## config.mk

```make
export PLATFORM = sky130hd
export DESIGN_NAME = regbus_width_bridge
export DESIGN_NICKNAME = d
export VERILOG_FILES = /design/src/rtl/bridge_pkg.sv /design/src/rtl/bridge_datapath.sv /design/src/rtl/bridge_control.sv /design/src/rtl/regbus_width_bridge.sv
export SDC_FILE = /design/constraint.sdc
export NUM_CORES = 1
export LEC_CHECK = 0
export BUFFER_PORTS_ARGS = -buffer_cell sky130_fd_sc_hd__buf_2
export CAP_MARGIN = 10
export CELL_PAD_IN_SITES_DETAIL_PLACEMENT = 0
export CELL_PAD_IN_SITES_GLOBAL_PLACEMENT = 1
export CORE_ASPECT_RATIO = 1.25
export CORE_MARGIN = 5
export CORE_UTILIZATION = 40
export CTS_CLUSTER_SIZE = 28
export DETAILED_ROUTE_END_ITERATION = 8
export HOLD_SLACK_MARGIN = 0.08
export PLACE_DENSITY = 0.78
export RECOVER_POWER = 25
export SLEW_MARGIN = 20
export SYNTH_ARGS = -nofsm -noshare
export SYNTH_HDL_FRONTEND = slang
export SYNTH_SLANG_ARGS = --single-unit
```

## constraint.sdc

```tcl
create_clock -name clk -period 3.9 [get_ports clk]
set_clock_uncertainty 0.2 [all_clocks]
set_input_delay 0.39 -clock clk [delete_from_list [all_inputs] [get_ports clk]]
set_output_delay 0.39 -clock clk [all_outputs]
set_load 0.01 [all_outputs]
```

## src/rtl/bridge_pkg.sv

```systemverilog
package bridge_pkg;
  localparam int OFF_W  = 10;
  localparam int GRP_W  = OFF_W - 2;
  localparam int DATA_W = 32;
  localparam int SH_W   = $clog2(DATA_W) + 1;
  localparam logic [OFF_W-1:0] LAST_OFF = 10'h200;

  // group boundaries (group = offset >> 2)
  localparam logic [GRP_W-1:0] GRP_HALF_START = 8'h10;
  localparam logic [GRP_W-1:0] GRP_LONG_START = 8'h20;
  localparam logic [GRP_W-1:0] GRP_GAP_START  = 8'h30;
  localparam logic [GRP_W-1:0] GRP_TAIL_START = 8'h40;
  localparam logic [GRP_W-1:0] GRP_TAIL_LAST  = 8'h80;

  typedef struct packed {
    logic load;
    logic issue;
    logic respond;
  } seqStrobe_t;

  function automatic logic [2:0] groupWidth(input logic [GRP_W-1:0] grp);
    if (grp < GRP_HALF_START)       return 3'd1;
    else if (grp < GRP_LONG_START)  return 3'd2;
    else if (grp < GRP_GAP_START)   return 3'd4;
    else if (grp < GRP_TAIL_START)  return 3'd0;
    else if (grp <= GRP_TAIL_LAST)  return 3'd1;
    else                            return 3'd0;
  endfunction

  function automatic logic [1:0] widthLog(input logic [2:0] w);
    if (w == 3'd4)      return 2'd2;
    else if (w == 3'd2) return 2'd1;
    else                return 2'd0;
  endfunction

  function automatic logic [DATA_W-1:0] byteMask(input logic [2:0] nBytes);
    logic [DATA_W-1:0] m;
    m = '0;
    for (int b = 0; b < DATA_W/8; b++)
      if (b < int'(nBytes)) m[b*8 +: 8] = 8'hFF;
    return m;
  endfunction
endpackage

```

## src/rtl/bridge_datapath.sv

```systemverilog
module bridge_datapath
  import bridge_pkg::*;
#(
  parameter int ADDR_W = 16
) (
  input  logic              clk,
  input  logic              rstN,
  input  seqStrobe_t        strobe,
  input  logic [1:0]        opIdx,
  input  logic              reqWrite,
  input  logic [1:0]        reqSize,
  input  logic [ADDR_W-1:0] reqAddr,
  input  logic [DATA_W-1:0] reqWdata,
  input  logic [DATA_W-1:0] natRdata,
  output logic              planErr,
  output logic [2:0]        planOps,
  output logic              natWrite,
  output logic [OFF_W-1:0]  natAddr,
  output logic [2:0]        natWidth,
  output logic [DATA_W-1:0] natWdata,
  output logic [DATA_W-1:0] respRdata
);
  // ---- plan from the live request ----
  logic [OFF_W-1:0] inOff;
  logic [2:0]       inBytes, inWidth;
  logic             misAlign, inCont;
  logic [OFF_W:0]   lastByte;
  logic             unusedAddrBits;

  assign unusedAddrBits = ^reqAddr[ADDR_W-1:OFF_W];

  always_comb begin
    inOff   = reqAddr[OFF_W-1:0];
    inWidth = groupWidth(inOff[OFF_W-1:2]);
    case (reqSize)
      2'd0:    inBytes = 3'd1;
      2'd1:    inBytes = 3'd2;
      default: inBytes = 3'd4;
    endcase
    misAlign = (reqSize == 2'd1 && inOff[0]) || (reqSize == 2'd2 && inOff[1:0] != 2'd0);
    lastByte = {1'b0, inOff} + (OFF_W+1)'(inBytes) - (OFF_W+1)'(1);
    planErr  = (reqSize == 2'd3) || misAlign || (lastByte > {1'b0, LAST_OFF}) || (inWidth == 3'd0);
    inCont   = inBytes < inWidth;
    if (inCont) planOps = reqWrite ? 3'd2 : 3'd1;
    else        planOps = inBytes >> widthLog(inWidth);
  end

  // ---- latched access ----
  logic [OFF_W-1:0]  offReg;
  logic [2:0]        bytesReg, widthReg, opsReg;
  logic              wrReg, contMode;
  logic [DATA_W-1:0] wdataReg, contReg, rdAcc;

  // ---- lane and split arithmetic ----
  logic [2:0]        wm1, laneIdx, laneGap, splitGap;
  logic [SH_W-1:0]   fieldShift, splitShift, widthShift;
  logic [DATA_W-1:0] fieldMask, mergedCont;

  always_comb begin
    wm1        = widthReg - 3'd1;
    laneIdx    = {1'b0, offReg[1:0]} & wm1;
    laneGap    = widthReg - bytesReg - laneIdx;
    fieldShift = {laneGap, 3'b000};
    splitGap   = opsReg - 3'd1 - {1'b0, opIdx};
    splitShift = {splitGap, 3'b000} << widthLog(widthReg);
    widthShift = {widthReg, 3'b000};
    fieldMask  = byteMask(bytesReg) << fieldShift;
    mergedCont = (contReg & ~fieldMask) | ((wdataReg & byteMask(bytesReg)) << fieldShift);

    natWidth = widthReg;
    if (contMode) begin
      natAddr  = offReg & ~OFF_W'(wm1);
      natWrite = wrReg && (opIdx == 2'd1);
      natWdata = mergedCont;
    end else begin
      natAddr  = offReg + (OFF_W'(opIdx) << widthLog(widthReg));
      natWrite = wrReg;
      natWdata = (wdataReg >> splitShift) & byteMask(widthReg);
    end
  end

  always_ff @(posedge clk) begin
    if (!rstN) begin
      offReg   <= '0;
      bytesReg <= 3'd1;
      widthReg <= 3'd1;
      opsReg   <= 3'd1;
      wrReg    <= 1'b0;
      contMode <= 1'b0;
      wdataReg <= '0;
      contReg  <= '0;
      rdAcc    <= '0;
    end else if (strobe.load) begin
      offReg   <= inOff;
      bytesReg <= inBytes;
      widthReg <= inWidth;
      opsReg   <= planOps;
      wrReg    <= reqWrite;
      contMode <= inCont;
      wdataReg <= reqWdata;
      contReg  <= '0;
      rdAcc    <= '0;
    end else if (strobe.issue && !natWrite) begin
      if (contMode) begin
        contReg <= natRdata & byteMask(widthReg);
        if (!wrReg) rdAcc <= (natRdata >> fieldShift) & byteMask(bytesReg);
      end else begin
        rdAcc <= (rdAcc << widthShift) | (natRdata & byteMask(widthReg));
      end
    end
  end

  assign respRdata = rdAcc;
endmodule

```

## src/rtl/bridge_control.sv

```systemverilog
module bridge_control
  import bridge_pkg::*;
(
  input  logic       clk,
  input  logic       rstN,
  input  logic       reqValid,
  input  logic       planErr,
  input  logic [2:0] planOps,
  output seqStrobe_t strobe,
  output logic [1:0] opIdx,
  output logic       reqReady,
  output logic       respValid,
  output logic       respErr
);
  typedef enum logic [1:0] {S_IDLE, S_ISSUE, S_RESP} seqState_t;

  seqState_t  state;
  logic [2:0] totalReg;
  logic [1:0] idxReg;
  logic       errReg;

  always_comb begin
    strobe.load    = (state == S_IDLE) && reqValid;
    strobe.issue   = (state == S_ISSUE);
    strobe.respond = (state == S_RESP);
  end

  always_ff @(posedge clk) begin
    if (!rstN) begin
      state    <= S_IDLE;
      totalReg <= 3'd1;
      idxReg   <= 2'd0;
      errReg   <= 1'b0;
    end else begin
      case (state)
        S_IDLE: if (reqValid) begin
          errReg   <= planErr;
          totalReg <= planOps;
          idxReg   <= 2'd0;
          state    <= planErr ? S_RESP : S_ISSUE;
        end
        S_ISSUE: begin
          if ({1'b0, idxReg} == totalReg - 3'd1) state <= S_RESP;
          else idxReg <= idxReg + 2'd1;
        end
        default: state <= S_IDLE;
      endcase
    end
  end

  assign opIdx     = idxReg;
  assign reqReady  = (state == S_IDLE);
  assign respValid = strobe.respond;
  assign respErr   = strobe.respond && errReg;
endmodule

```

## src/rtl/regbus_width_bridge.sv

```systemverilog
module regbus_width_bridge
  import bridge_pkg::*;
#(
  parameter int ADDR_W = 16
) (
  input  logic              clk,
  input  logic              rstN,
  input  logic              reqValid,
  output logic              reqReady,
  input  logic              reqWrite,
  input  logic [1:0]        reqSize,
  input  logic [ADDR_W-1:0] reqAddr,
  input  logic [31:0]       reqWdata,
  output logic              respValid,
  output logic              respErr,
  output logic [31:0]       respRdata,
  output logic              natValid,
  output logic              natWrite,
  output logic [9:0]        natAddr,
  output logic [2:0]        natWidth,
  output logic [31:0]       natWdata,
  input  logic [31:0]       natRdata
);
  seqStrobe_t strobe;
  logic [1:0] opIdx;
  logic       planErr;
  logic [2:0] planOps;

  bridge_control ctl_i (
    .clk(clk), .rstN(rstN), .reqValid(reqValid),
    .planErr(planErr), .planOps(planOps),
    .strobe(strobe), .opIdx(opIdx),
    .reqReady(reqReady), .respValid(respValid), .respErr(respErr)
  );

  bridge_datapath #(.ADDR_W(ADDR_W)) dp_i (
    .clk(clk), .rstN(rstN), .strobe(strobe), .opIdx(opIdx),
    .reqWrite(reqWrite), .reqSize(reqSize), .reqAddr(reqAddr),
    .reqWdata(reqWdata), .natRdata(natRdata),
    .planErr(planErr), .planOps(planOps),
    .natWrite(natWrite), .natAddr(natAddr), .natWidth(natWidth),
    .natWdata(natWdata), .respRdata(respRdata)
  );

  assign natValid = strobe.issue;
endmodule

```

; ---- Yosys cells after proc, flatten, opt, wreduce, memory -nomap -nowiden
; Index checks and enable logic that the tools add are counted.
[totals]
regBits = 125
in_bits = 86
out_inout_bits = 82
wordCells = 182
[op_classes]
addsub = 10
n_lt_le_gt_ge = 15
eq_ne = 15
shift = 8
muxes = 86
bitwise_logic = 13
reduce_logical = 22
[ops]
columns = op, count
row1 = two-way mux 8 bit, 60
row2 = bitwise AND 32 bit, 6
row3 = two-way mux 32 bit, 3
row4 = << shifter 32 x 6 -> 32 bit, 3
row5 = OR 32 bit, 2
row6 = >> shifter 32 x 6 -> 32 bit, 2
row7 = inverter 32 bit, 1
row8 = two-way mux 2 bit, 10
row9 = "less-than comparator 8 x 6 -> 1 bit, second input constant", 2
row10 = two-way mux 3 bit, 5
row11 = "less-than comparator 1 x 3 -> 1 bit, first input constant", 4
row12 = "less-than comparator 2 x 3 -> 1 bit, first input constant", 4
row13 = adder 10 x 3 -> 11 bit, 1
row14 = "> comparator 11 x 10 -> 1 bit, second input constant", 1
row15 = "subtractor 11 x 1 -> 11 bit, second input constant", 1
row16 = adder 10 bit, 1
row17 = bitwise AND 10 bit, 1
row18 = two-way mux 10 bit, 1
row19 = inverter 3 -> 10 bit, 1
row20 = << shifter 2 x 2 -> 10 bit, 1
row21 = "subtractor 3 x 1 -> 3 bit, second input constant", 3
row22 = "less-or-equal comparator 8 bit, second input constant", 1
row23 = "less-than comparator 8 x 5 -> 1 bit, second input constant", 1
row24 = "less-than comparator 8 x 7 -> 1 bit, second input constant", 1
row25 = other kinds (27), 53

; ---- Longest topological paths before layout
; Gate-level depths: netlist of the first run.
[depth]
word_depth = 12
ltp_mapped = 15
mapped_depth_nobuf = 14

; ---- Hierarchy
; A second synthesis of the first run with hierarchy kept.
[hier_totals]
cells_unflattened = 1181
area_unflattened_um2 = 9208.8
[modules_own_cells]
columns = module, n_inst, cells_per_inst, area_per_inst_um2, seq_area_each_um2
row1 = bridge_datapath, 1, 1132, 8784.7, 2342.2
row2 = bridge_control, 1, 49, 424.2, 160.2

; ---- Worst setup path after synthesis of the first run
; No wires, ideal clock.
[synth_path]
path_kind = flip-flop to output port
startpoint = reg dp_i.widthReg[1] (netlist: dp_i.natWidth[1])
endpoint = out natWdata[24]
arrival_ps = 3174
required_ps = 3310
setup_slack_ps = 136
stages_incl_launch_ff = 12
n_path_buf = 1
cell_sequence = dfxtp_1 buf_2 inv_1 ha_1 nor2_1 ha_1 fa_1 clkinv_1 maj3_1 o21ai_2 a22oi_1 o21ai_0
[synth_via]
elab_chain_cells = 8
elab_cells_between_ends = 20
classes_between = 3 x add/sub / 1 x order compare / 2 x eq/ne / 4 x shift / 5 x mux / 5 x bitwise
[synth_lines]
columns = item, line_no
row1 = start: declaration, bridge_datapath.sv:50  ; logic [2:0] bytesReg, widthReg, opsReg;
row2 = start signal: assignment, bridge_datapath.sv:96  ; widthReg <= inWidth;
row3 = subtractor 3 x 1 -> 3 bit, bridge_datapath.sv:60  ; wm1 = widthReg - 3'd1;
row4 = bitwise AND 2 x 3 -> 3 bit, bridge_datapath.sv:61  ; laneIdx = {1'b0, offReg[1:0]} & wm1;
row5 = subtractor 3 bit, bridge_datapath.sv:62  ; laneGap = widthReg - bytesReg - laneIdx;
row6 = << shifter 32 x 6 -> 32 bit, bridge_datapath.sv:67  ; fieldMask = byteMask(bytesReg) << fieldShift;
row7 = inverter 32 bit, bridge_datapath.sv:68  ; mergedCont = (contReg & ~fieldMask) | ((wdataReg & byteMask(bytesReg)) << fieldShift);
row8 = bitwise AND 32 bit, bridge_datapath.sv:68
row9 = OR 32 bit, bridge_datapath.sv:68
row10 = two-way mux 32 bit *, bridge_datapath.sv:71  ; if (contMode) begin
row11 = end: declaration, regbus_width_bridge.sv:21  ; output logic [31:0] natWdata,
; Mark *: on every way between the ends. The rest lies on a longest branch, timed or not. The select of a mux whose other input is x is not followed.

; ---- Worst setup path after layout of the first run
[layout_path]
startpoint = reg dp_i.widthReg[0] (netlist: dp_i.natWidth[0])
endpoint = out natWdata[31]
; Same word-level chain as after synthesis.

==> results.md, run 1 <==
* Setup repair after global routing missed its margin: yes
* Capturing instance or port of the critical path: natWdata[31]
* Status: finished with violations
* Final routed wire length divided by cell count at 19.3 um
* Power density over cell area at 373 mW/mm^2
* Number of stages on the worst hold path at 3
* Layout Cells excl Fill at 1663
* Via count of the first global-routing pass at 9133
* Number of search-and-repair iterations in the first detailed-routing pass at 6
* Remaining antenna violation count after routing at 0
* Number of ports placed on the die boundary at between 150 and 200
* Post-synthesis to final-layout area growth at 30.5%
* Fraction of layout cells with a size suffix above 1 at 0.199
* Post-route setup slack at -0.0165 ns
* Crit Path Max Fanout at 8
* Capture point of the worst reg-to-reg path: dp_i.respRdata[21]$_SDFFE_PP0P_
* Period utilisation layout at 1.00
* Die Area at 0.0244 mm^2
* Total power consumption of the routed design at 4.15 mW
* Routed via count at 9578
* Post-synth design cell area at 0.00854 mm^2
* Worst min-delay path category: in2reg
* Syn Area/Cell at 7.24 um^2
* Post-placement cell count at 1570
* Ordered list of cells on the worst path: inv_2 > buf_4 > ha_4 > nor2_4 > ha_4 > fa_2 > inv_4 > maj3_2 > o21ai_4 > a22oi_1 > o21ai_2 > buf_2
* Number of buffer cells added on primary ports at 161
* Antenna violations before repair at 0
* Post-CTS clock slew at the launch and capture registers of the worst setup and hold paths at 0.06 ns
* Worst Path Class, Setup: reg2out
* Required @ worst endpoint at between 3 and 4 ns
* Leading cell types in the layout, fill and taps excluded: 244 x sky130_fd_sc_hd__nand2_1, 135 x sky130_fd_sc_hd__a21oi_1, 127 x sky130_fd_sc_hd__buf_2, 121 x sky130_fd_sc_hd__dfxtp_1, 76 x sky130_fd_sc_hd__nor2_1
* Max-slew violations at between 50 and 60
* Ant diodes at 0
* Endpoints failing setup at 4
* Number of maximum-capacitance violations at 1
* Shortest period the worst path allows at between 3 and 4 ns
* Initial detailed-routing violation count at between 800 and 900
* Overall fraction of global-route tracks in use at 0.253
* Critical Path AT at roughly 3.3 ns
* Most used flip-flop cell after synthesis: sky130_fd_sc_hd__dfxtp_1
* Clock latency at the later pin of the worst-skew pair at 0.42 ns
* Placement row count at 59
* Most numerous cell on the critical path: sky130_fd_sc_hd__ha_4
* Area of the core region at about 0.021 mm^2
* Total nets after synthesis at 1306
* Biggest cell delay along the critical path at 0.62 ns
* Post-synthesis register bit count at 122
* Worst slew slack as a fraction of its limit at -0.522
* Starting density of the core at 0.409
* Half-perimeter wire length of the detailed placement result at 23500 um
* Worst vdd rail ir drop at 0.000327 V
* EDFF count, synth at 0
* Maximum count of clock buffers along a single path at 2
* Number of clock buffers inserted by TritonCTS at 17
* Routability congestion estimate at 0.954
* DIE WIDTH at about 140 um
* Failing checks: max-capacitance violations, max-slew violations, negative setup slack
* R2R cell count at 14
* Final Hold Vio Count at 0
* Count of warnings emitted by yosys at 0
* Wire length of the first global-routing pass at about 50000 um
* Number of instances in the synthesized netlist at 1179
* Root buf cell: sky130_fd_sc_hd__clkbuf_16
* Sequential share of the synthesized area at 0.286
* Startpoint kind of the worst setup timing path: flop
* Worst R2R Start: dp_i.natWidth[0]$_SDFFE_PN1P_
* Crit. Startpoint: dp_i.natWidth[0]$_SDFFE_PN1P_
* Maximum number of pins on one net before global-route repair at 56
* Drc violations at 0
* Total wirelength of the detailed-routed design at 32100 um
* FFs w/ async S/R, synth at 0
* Total number of clock tree sinks at 122
* Max frequency at 255 MHz
* Critical path endpoint category: primary output
* Actual slew at the worst max-slew pin at 2.28 ns
* Most common cell after layout, fill and taps aside: sky130_fd_sc_hd__nand2_1
* TritonCTS clock tree: done
* Number of nets at the end of the flow at 1503
* Worst R2R Setup Slack at 0.47 ns
* Slowest-stage cell, CP: sky130_fd_sc_hd__fa_2
* Vertical die dimension at 173 um
* Overflow left after global routing at 0
* Leakage at 4.56 nW
* Library cells used by synthesis at 69
* Depth of the CTS H-tree at 4
* Vias per Instance at 5.76
==> power breakdown <==
part           switching (mW)  internal (mW)  total (mW)
Combinational           0.729          0.481        1.21
Sequential             0.0619           1.29        1.35
Clock                   0.633          0.962        1.59
Total                    1.42           2.73        4.15
==> metrics by stage <==
stage                     setup slack [ns]  instance area [um^2]  hold slack (ns)   util  TNS, ns
after CTS                          -0.0471                 11000           0.0812  0.526   -0.150
final                              -0.0165                 11100           0.0991  0.533  -0.0355
after detailed placement             0.136                  9640            0.255  0.461        0
after floorplan                      0.136                  8540            0.232      -        0
after global placement               0.183                  9640            0.243  0.461        0
after global routing               -0.0888                 11100           0.0882  0.533    -1.01
==> flip-flops by register name, summed over array words and instances (netlist names), 2 cells and up, named ones only <==
name and flops:
ctl_i.opIdx 2, dp_i.contReg 32, dp_i.wdataReg 32, dp_i.offReg 10, ctl_i.totalReg 3, dp_i.natWidth 3, dp_i.bytesReg 3, dp_i.respRdata 24
ctl_i.state 2
==> layout make-up <==
type / instances / area [um^2]
inverters: 46 / 175
repair buffers: 256 / 1660
multi-input cells: 933 / 5930
clock buffers: 19 / 443
flip-flops and latches: 122 / 2440
clock inverters: 13 / 144
well taps: 274 / 343
fillers: 2078 / 9750
==> synthesized netlist by cell type (all sizes together) (5+ instances only) <==
library cell  count  area [um^2]
ha               37          463
nand2           249          940
a22o             16          140
a21oi           138          691
inv              44          165
xor2             11         96.3
nor3             25          135
mux2              8         90.1
o21ai            69          349
o211ai           12         90.1
o21a              5         37.5
and2              6         37.5
nor2             84          318
o32ai             8         70.1
nand3            49          250
a221oi           23          201
nand2b            5         31.3
xnor2            12          113
a222oi            8         80.1
nor2b             6         37.5
buf              25          121
a21o             14          105
mux2i            49          490
a32o             10          100
dfxtp           122         2440
a211oi           12         90.1
clkbuf           53          199
a22oi            26          195
o2bb2ai           9         78.8
==> repair_timing <==
| item | CTS | global route |
|---|---|---|
| gates resized for setup | 42 | 48 |
| setup buffers | 3 | 1 |
| hold buffers | 56 | 1 |
| pin swaps | 15 | 29 |
| endpoints found under the setup margin | 33 | 35 |
| endpoints found under the hold margin | 57 | 1 |
==> worst min path at each step <==
stage / from / endpoint / slack [ns]
final: natRdata[21] / dp_i.contReg[21]$_SDFFE_PP0P_ / 0.1
after global routing: natRdata[11] / dp_i.contReg[11]$_SDFFE_PP0P_ / 0.09
after CTS: natRdata[18] / dp_i.contReg[18]$_SDFFE_PP0P_ / 0.08
after detailed placement: dp_i.contReg[0]$_SDFFE_PP0P_ / dp_i.contReg[0]$_SDFFE_PP0P_ / 0.26
after global placement: dp_i.contReg[0]$_SDFFE_PP0P_ / dp_i.contReg[0]$_SDFFE_PP0P_ / 0.24
after floorplan: dp_i.contReg[0]$_SDFFE_PP0P_ / dp_i.contReg[0]$_SDFFE_PP0P_ / 0.23
==> critical path: cells and delay by family (launching register included) <==
family / cells / cell delay (ns)
simple gates: 1 / 0.11
buf+inv: 4 / 0.41
compound gates: 3 / 0.65
fa+ha+maj: 4 / 1.40
flops: 1 / 0.34
==> layer usage <==
layer  track usage  part of all wire  vias to the layer above
li1              -                 -                     4610
met1         0.323              0.41                     4474
met2         0.424              0.48                      416
met3        0.0439             0.072                       78
met4        0.0989             0.036                        0
met5             0                 0                        -
==> cells by family after synthesis <==
group	synth area share
other	0.000439
multiplexers	0.0680
XOR/XNOR	0.0245
AO/OA/AOI/OAI	0.277
adder cells (fa/ha/maj)	0.0648
buffers and inverters	0.0577
flip-flops	0.286
AND/OR/NAND/NOR	0.221
No activity file was read; power rests on OpenSTA's default activity.
==> run 2, diff against run 1 <==
- CORE_ASPECT_RATIO: 1.25 -> 1.1
==> run 2 against run 1 <==
Effect of this change:
- cell count is 1.6% higher
- critical path depth is 2 higher
- highest routed layer unchanged
- fmax is 1.5% lower
- power is 5.3% higher
- hold slack better by 0.0019 ns
- non-clock buffer count is 10 higher
- clock power is 13% higher
- sequential share of layout area is 0.24 points lower
- core utilization is 0.087 points lower
- wire length hardly changed
- the run still ends with max-capacitance violations, max-slew violations, negative setup slack left
- die area hardly changed
- worst setup slack worse by 0.060 ns
==> results.md, run 2 (synthesized netlist as in run 1, its figures left out) <==
* Post-place setup slack at -0.0204 ns
* Overall fraction of global-route tracks in use at 0.257
* Max frequency at 251 MHz
* Actual slew at the worst max-slew pin at 2.33 ns
* Number of maximum-capacitance violations at 1
* Number of search-and-repair iterations in the first detailed-routing pass at 5
* Maximum count of clock buffers along a single path at 2
* Failing checks: max-capacitance violations, max-slew violations, negative setup slack
* Total wirelength of the detailed-routed design at about 32000 um
* Total power consumption of the routed design at roughly 4.4 mW
* Initial detailed-routing violation count at approximately 800
* Vias per Instance at 5.67
* Ant diodes at 0
* Routability congestion estimate at ~0.97
* Starting density of the core at 0.404
* Via count of the first global-routing pass at approximately 9.2k
* Most common cell after layout, fill and taps aside: sky130_fd_sc_hd__nand2_1
* Endpoints failing setup at 6
* Critical Path AT at about 3.4 ns
* Vertical die dimension at 163 um
* Required @ worst endpoint at roughly 3.3 ns
* Drc violations at 0
* Worst slew slack as a fraction of its limit at -0.552
* Power density over cell area at slightly below 400 mW/mm^2
* Post-synthesis to final-layout area growth at 31.9%
* Hold slack at 0.101 ns
* Ordered list of cells on the worst path: inv_2 > nand2_2 > ha_4 > xor2_4 > ha_2 > nor2_2 > fa_2 > inv_4 > maj3_2 > o21ai_4 > buf_6 > a22oi_1 > o21ai_1 > buf_2
* Post-route setup slack at -0.0766 ns
* Post-CTS clock slew at the launch and capture registers of the worst setup and hold paths at 0.06 ns
* Leading cell types in the layout, fill and taps excluded: 244 x sky130_fd_sc_hd__nand2_1, 137 x sky130_fd_sc_hd__a21oi_1, 127 x sky130_fd_sc_hd__buf_2, 121 x sky130_fd_sc_hd__dfxtp_1, 79 x sky130_fd_sc_hd__nor2_1
* Final routed wire length divided by cell count at 19.0 um
* Post-placement cell count at 1588
* Number of nets at the end of the flow at 1513
* Sum Neg Setup Slack at -0.245 ns
* Max-slew violations at between 50 and 60
* Die Area at 0.0244 mm^2
* Placement row count at 56
* Worst Path Class, Setup: reg2out
* Startpoint kind of the worst setup timing path: flop
* Worst vdd rail ir drop at 0.000348 V
* Area after detailed placement at 0.00968 mm^2
* Antenna violations before repair at 0
* Wire length of the first global-routing pass at 49700 um
* DIE WIDTH at 149 um
* Number of clock buffers inserted by TritonCTS at 17
* Number of buffer cells added on primary ports at 161
* Maximum number of pins on one net before global-route repair at between 50 and 60
* Period utilisation layout at 1.02
* Biggest cell delay along the critical path at 0.61 ns
* Remaining antenna violation count after routing at 0
* Depth of the CTS H-tree at 4
* Shortest period the worst path allows at around 4.0 ns
* Design Area, Final at 0.0113 mm^2
* TritonCTS clock tree: done
* Overflow left after global routing at 0
* Root buf cell: sky130_fd_sc_hd__clkbuf_16
* Layout Cells excl Fill at 1689
* Utilization after layout at 0.532
* Area of the core region at ~0.021 mm^2
* Routed via count at 9577
* Worst min-delay path category: in2reg
* Total number of clock tree sinks at ~120
* Final Hold Vio Count at 0
* Critical path endpoint category: primary output
* Status: finished with violations
* Crit Path Max Fanout at 7
* Half-perimeter wire length of the detailed placement result at 23800 um
* Leakage at 4.66 nW
* Number of ports placed on the die boundary at between 150 and 200
* Clock latency at the later pin of the worst-skew pair at 0.42 ns
* Slowest-stage cell, CP: sky130_fd_sc_hd__fa_2
* Setup repair after global routing missed its margin: yes
* Fraction of layout cells with a size suffix above 1 at 0.195
-- run 2: power breakdown --
part	switching [mW]	leakage (nW)	total [mW]	internal, mW
sequential	0.0623	0.991	1.35	1.29
combinational	0.729	3.34	1.23	0.499
clock	0.624	0.321	1.80	1.17
total	1.42	4.66	4.38	2.96
-- run 2: path summary, 6_finish.rpt --
kind / to / cells after the start / slack [ns] / startpoint
setup / recovery: natWdata[27] / 14 / -0.08 / dp_i.natWidth[0]$_SDFFE_PN1P_
hold / removal: dp_i.contReg[22]$_SDFFE_PP0P_ / 3 / 0.10 / natRdata[22]
setup reg to reg: dp_i.respRdata[23]$_SDFFE_PP0P_ / 12 / 0.61 / dp_i.natWidth[0]$_SDFFE_PN1P_
hold reg to reg: dp_i.contReg[0]$_SDFFE_PP0P_ / 2 / 0.27 / dp_i.contReg[0]$_SDFFE_PP0P_
-- run 2: layer usage --
metal | vias up | GRT usage | share of wire
met5 | - | 0 | 0
met4 | 0 | 0.103 | 0.028
met3 | 61 | 0.0339 | 0.062
met2 | 392 | 0.431 | 0.47
met1 | 4486 | 0.336 | 0.44
li1 | 4638 | - | -
-- run 2: final cells by class --
type	instances	area [um^2]
well taps	290	363
clock inverters	13	214
fillers	2122	9890
repair buffers	266	1740
inverters	46	175
multi-input cells	933	5880
flip-flops and latches	122	2440
clock buffers	19	453
-- run 2: worst max-delay path, delay by kind of cell (launching register included) --
kind            cells  cell delay [ns]
fa+ha+maj           4             1.41
compound gates      3             0.49
buf+inv             4             0.46
flops               1             0.32
xor+xnor            1             0.16
simple gates        2             0.12
-- run 2: what timing repair did --
item	CTS	global route
pin swaps	11	15
endpoints found under the hold margin	57	0
gates resized for setup	45	27
gates cloned	1	0
hold buffers	56	0
setup buffers	7	6
setup endpoints to repair	34	38
==> run 3, diff against run 2 <==
- CORE_MARGIN: 5 -> not set
- GPL_ROUTABILITY_DRIVEN: not set -> 0
==> run 3 against run 2 <==
Effect of this change:
- the run ends with max-capacitance violations, max-slew violations left
- clock power shrank 16%
- global-route usage grew 2.3 points
- via count shrank 0.29%
- core utilization grew 0.31 points
- cell area down 1.2%
- highest routed layer unchanged
==> results.md, run 3 (synthesized netlist as in run 1, its figures left out) <==
* Status: finished with violations
* Failing checks: max-capacitance violations, max-slew violations
* Starting density of the core at 0.411
* Leakage at around 4.6 nW
* Actual slew at the worst max-slew pin at 2.32 ns
* Depth of the CTS H-tree at 4
* Fill cell total of the finished layout at 2107
* Setup repair after global routing missed its margin: yes
* Worst R2R Start: dp_i.natWidth[0]$_SDFFE_PN1P_
* Met2 demand-to-capacity share in global routing at 0.463
* Fraction of layout cells with a size suffix above 1 at 0.199
* Startpoint kind of the worst setup timing path: flop
* Remaining antenna violation count after routing at 0
* Period utilisation layout at 0.994
* Via count of the first global-routing pass at between 8k and 9k
* Clock latency at the later pin of the worst-skew pair at 0.42 ns
* Capture point of the worst reg-to-reg path: dp_i.respRdata[19]$_SDFFE_PP0P_
* Die Area at roughly 0.022 mm^2
* Required @ worst endpoint at 3.31 ns
* Drc violations at 0
* Number of ports placed on the die boundary at 168
* Placement row count at 55
* Final Hold Vio Count at 0
* M1 GR Usage at 0.365
* Min-delay src: reqSize[1]
* Endpoints failing setup at 0
* Post-synthesis to final-layout area growth at 30.3%
* Number of maximum-capacitance violations at 1
* Final routed wire length divided by cell count at 18.8 um
* Number of nets at the end of the flow at 1504
* Overall fraction of global-route tracks in use at 0.280
* Worst min-delay path category: in2reg
* Worst vdd rail ir drop at 0.000337 V
* Maximum count of clock buffers along a single path at 2
* Post-CTS clock slew at the launch and capture registers of the worst setup and hold paths at 0.06 ns
* Most common cell after layout, fill and taps aside: sky130_fd_sc_hd__nand2_1
* Number of clock buffers inserted by TritonCTS at 17
* Worst R2R Setup Slack at 0.57 ns
* Total number of clock tree sinks at 122
* Area of the core region at 0.0208 mm^2
* TritonCTS clock tree: done
* Critical Path AT at 3.29 ns
* Critical path endpoint category: primary output
* Vias per Instance at 5.70
* Ant diodes at 0
* Worst slew slack as a fraction of its limit at -0.548
* Total power consumption of the routed design at 4.09 mW
* Initial detailed-routing violation count at 954
* Half-perimeter wire length of the detailed placement result at 22800 um
* Total wirelength of the detailed-routed design at around 31000 um
* Utilization after layout at 0.536
* Global-route track usage on met3 at 0.0532
* Routed via count at ~9.5k
* Worst Path Class, Setup: reg2out
* Root buf cell: sky130_fd_sc_hd__clkbuf_16
* Max frequency at around 260 MHz
* Leading cell types in the layout, fill and taps excluded: 244 x sky130_fd_sc_hd__nand2_1, 136 x sky130_fd_sc_hd__a21oi_1, 128 x sky130_fd_sc_hd__buf_2, 119 x sky130_fd_sc_hd__dfxtp_1, 77 x sky130_fd_sc_hd__nor2_1
* Antenna violations before repair at 0
* Max-slew violations at 55
* Crit Path Max Fanout at 8
* Overflow left after global routing at 0
* Number of buffer cells added on primary ports at approximately 160
* Vertical die dimension at 155 um
* Maximum number of pins on one net before global-route repair at 56
* DIE WIDTH at 141 um
* Wire length of the first global-routing pass at 47700 um
* R2R cell count at 15
* Power density over cell area at 368 mW/mm^2
* Number of search-and-repair iterations in the first detailed-routing pass at 8
* Endpoint with the worst hold slack: dp_i.bytesReg[2]$_SDFFE_PN0P_
* Number of stages on the worst hold path at 3
* Shortest period the worst path allows at 3.88 ns
* Most used routing layer: met2
## run 3: through the flow
stage	setup WS, ns	hold slack (ns)	cells	area [um^2]	TNS (ns)
4_1_cts	0.00785	0.0813	1670	10900	0
3_3_place_gp	0.188	0.245	1582	9660	0
3_5_place_dp	0.118	0.255	1582	9660	0
6_report	0.0227	0.0871	1674	11100	0
5_1_grt	-0.0865	0.0873	1674	11100	-0.511
2_1_floorplan	0.136	0.232	1179	8540	0
## run 3: final cells by class
cell class / instances / area (um^2) / share of cell area
Multi-Input combinational cell: 933 / 5910 / 0.531
Sequential cell: 122 / 2450 / 0.220
Timing Repair Buffer: 257 / 1680 / 0.151
Clock buffer: 18 / 439 / 0.0395
Tap cell: 285 / 357 / 0.0320
Inverter: 46 / 178 / 0.0160
Clock inverter: 13 / 121 / 0.0109
## run 3: power breakdown
part	internal (mW)	switching (mW)
sequential	1.29	0.0631
combinational	0.488	0.732
clock	0.892	0.632
## run 3: worst max path at each step
stage / startpoint / end / slack [ns] / cells after the start
6_report: dp_i.natWidth[0]$_SDFFE_PN1P_ / natWdata[31] / 0.02 / 13
2_1_floorplan: dp_i.natWidth[1]$_SDFFE_PN0P_ / natWdata[24] / 0.14 / 11
3_5_place_dp: dp_i.natWidth[0]$_SDFFE_PN1P_ / natWdata[14] / 0.12 / 15
5_1_grt: dp_i.natWidth[0]$_SDFFE_PN1P_ / natWdata[31] / -0.09 / 13
4_1_cts: dp_i.natWidth[0]$_SDFFE_PN1P_ / natWdata[14] / 0.008 / 14
3_3_place_gp: dp_i.natWidth[0]$_SDFFE_PN1P_ / natWdata[31] / 0.19 / 13
## run 3: repair_timing
| item | in CTS | in global routing |
|---|---|---|
| setup buffers | 4 | 3 |
| gates cloned | 0 | 1 |
| resized for setup | 35 | 56 |
| endpoints found under the setup margin | 34 | 30 |
| pin swaps | 3 | 23 |
| hold buffers | 53 | 0 |
| endpoints found under the hold margin | 54 | 0 |
## run 3: worst max-delay path, cell delays in order (launching register included)
cell	delay, ns
sky130_fd_sc_hd__dfxtp_2	0.33
sky130_fd_sc_hd__inv_4	0.06
sky130_fd_sc_hd__nand2_4	0.04
sky130_fd_sc_hd__ha_4	0.26
sky130_fd_sc_hd__xor2_2	0.15
sky130_fd_sc_hd__ha_2	0.19
sky130_fd_sc_hd__nor2_2	0.04
sky130_fd_sc_hd__fa_2	0.61
sky130_fd_sc_hd__inv_4	0.06
sky130_fd_sc_hd__maj3_2	0.31
sky130_fd_sc_hd__o21ai_4	0.26
sky130_fd_sc_hd__a22oi_1	0.13
sky130_fd_sc_hd__o21ai_1	0.23
sky130_fd_sc_hd__buf_2	0.18
## run 3: routing by layer
metal / vias to the layer above / wire length, um
met4: 0 / 712
met2: 436 / 14600
met3: 50 / 2360
met5: - / 0
met1: 4463 / 13700
li1: 4600 / -
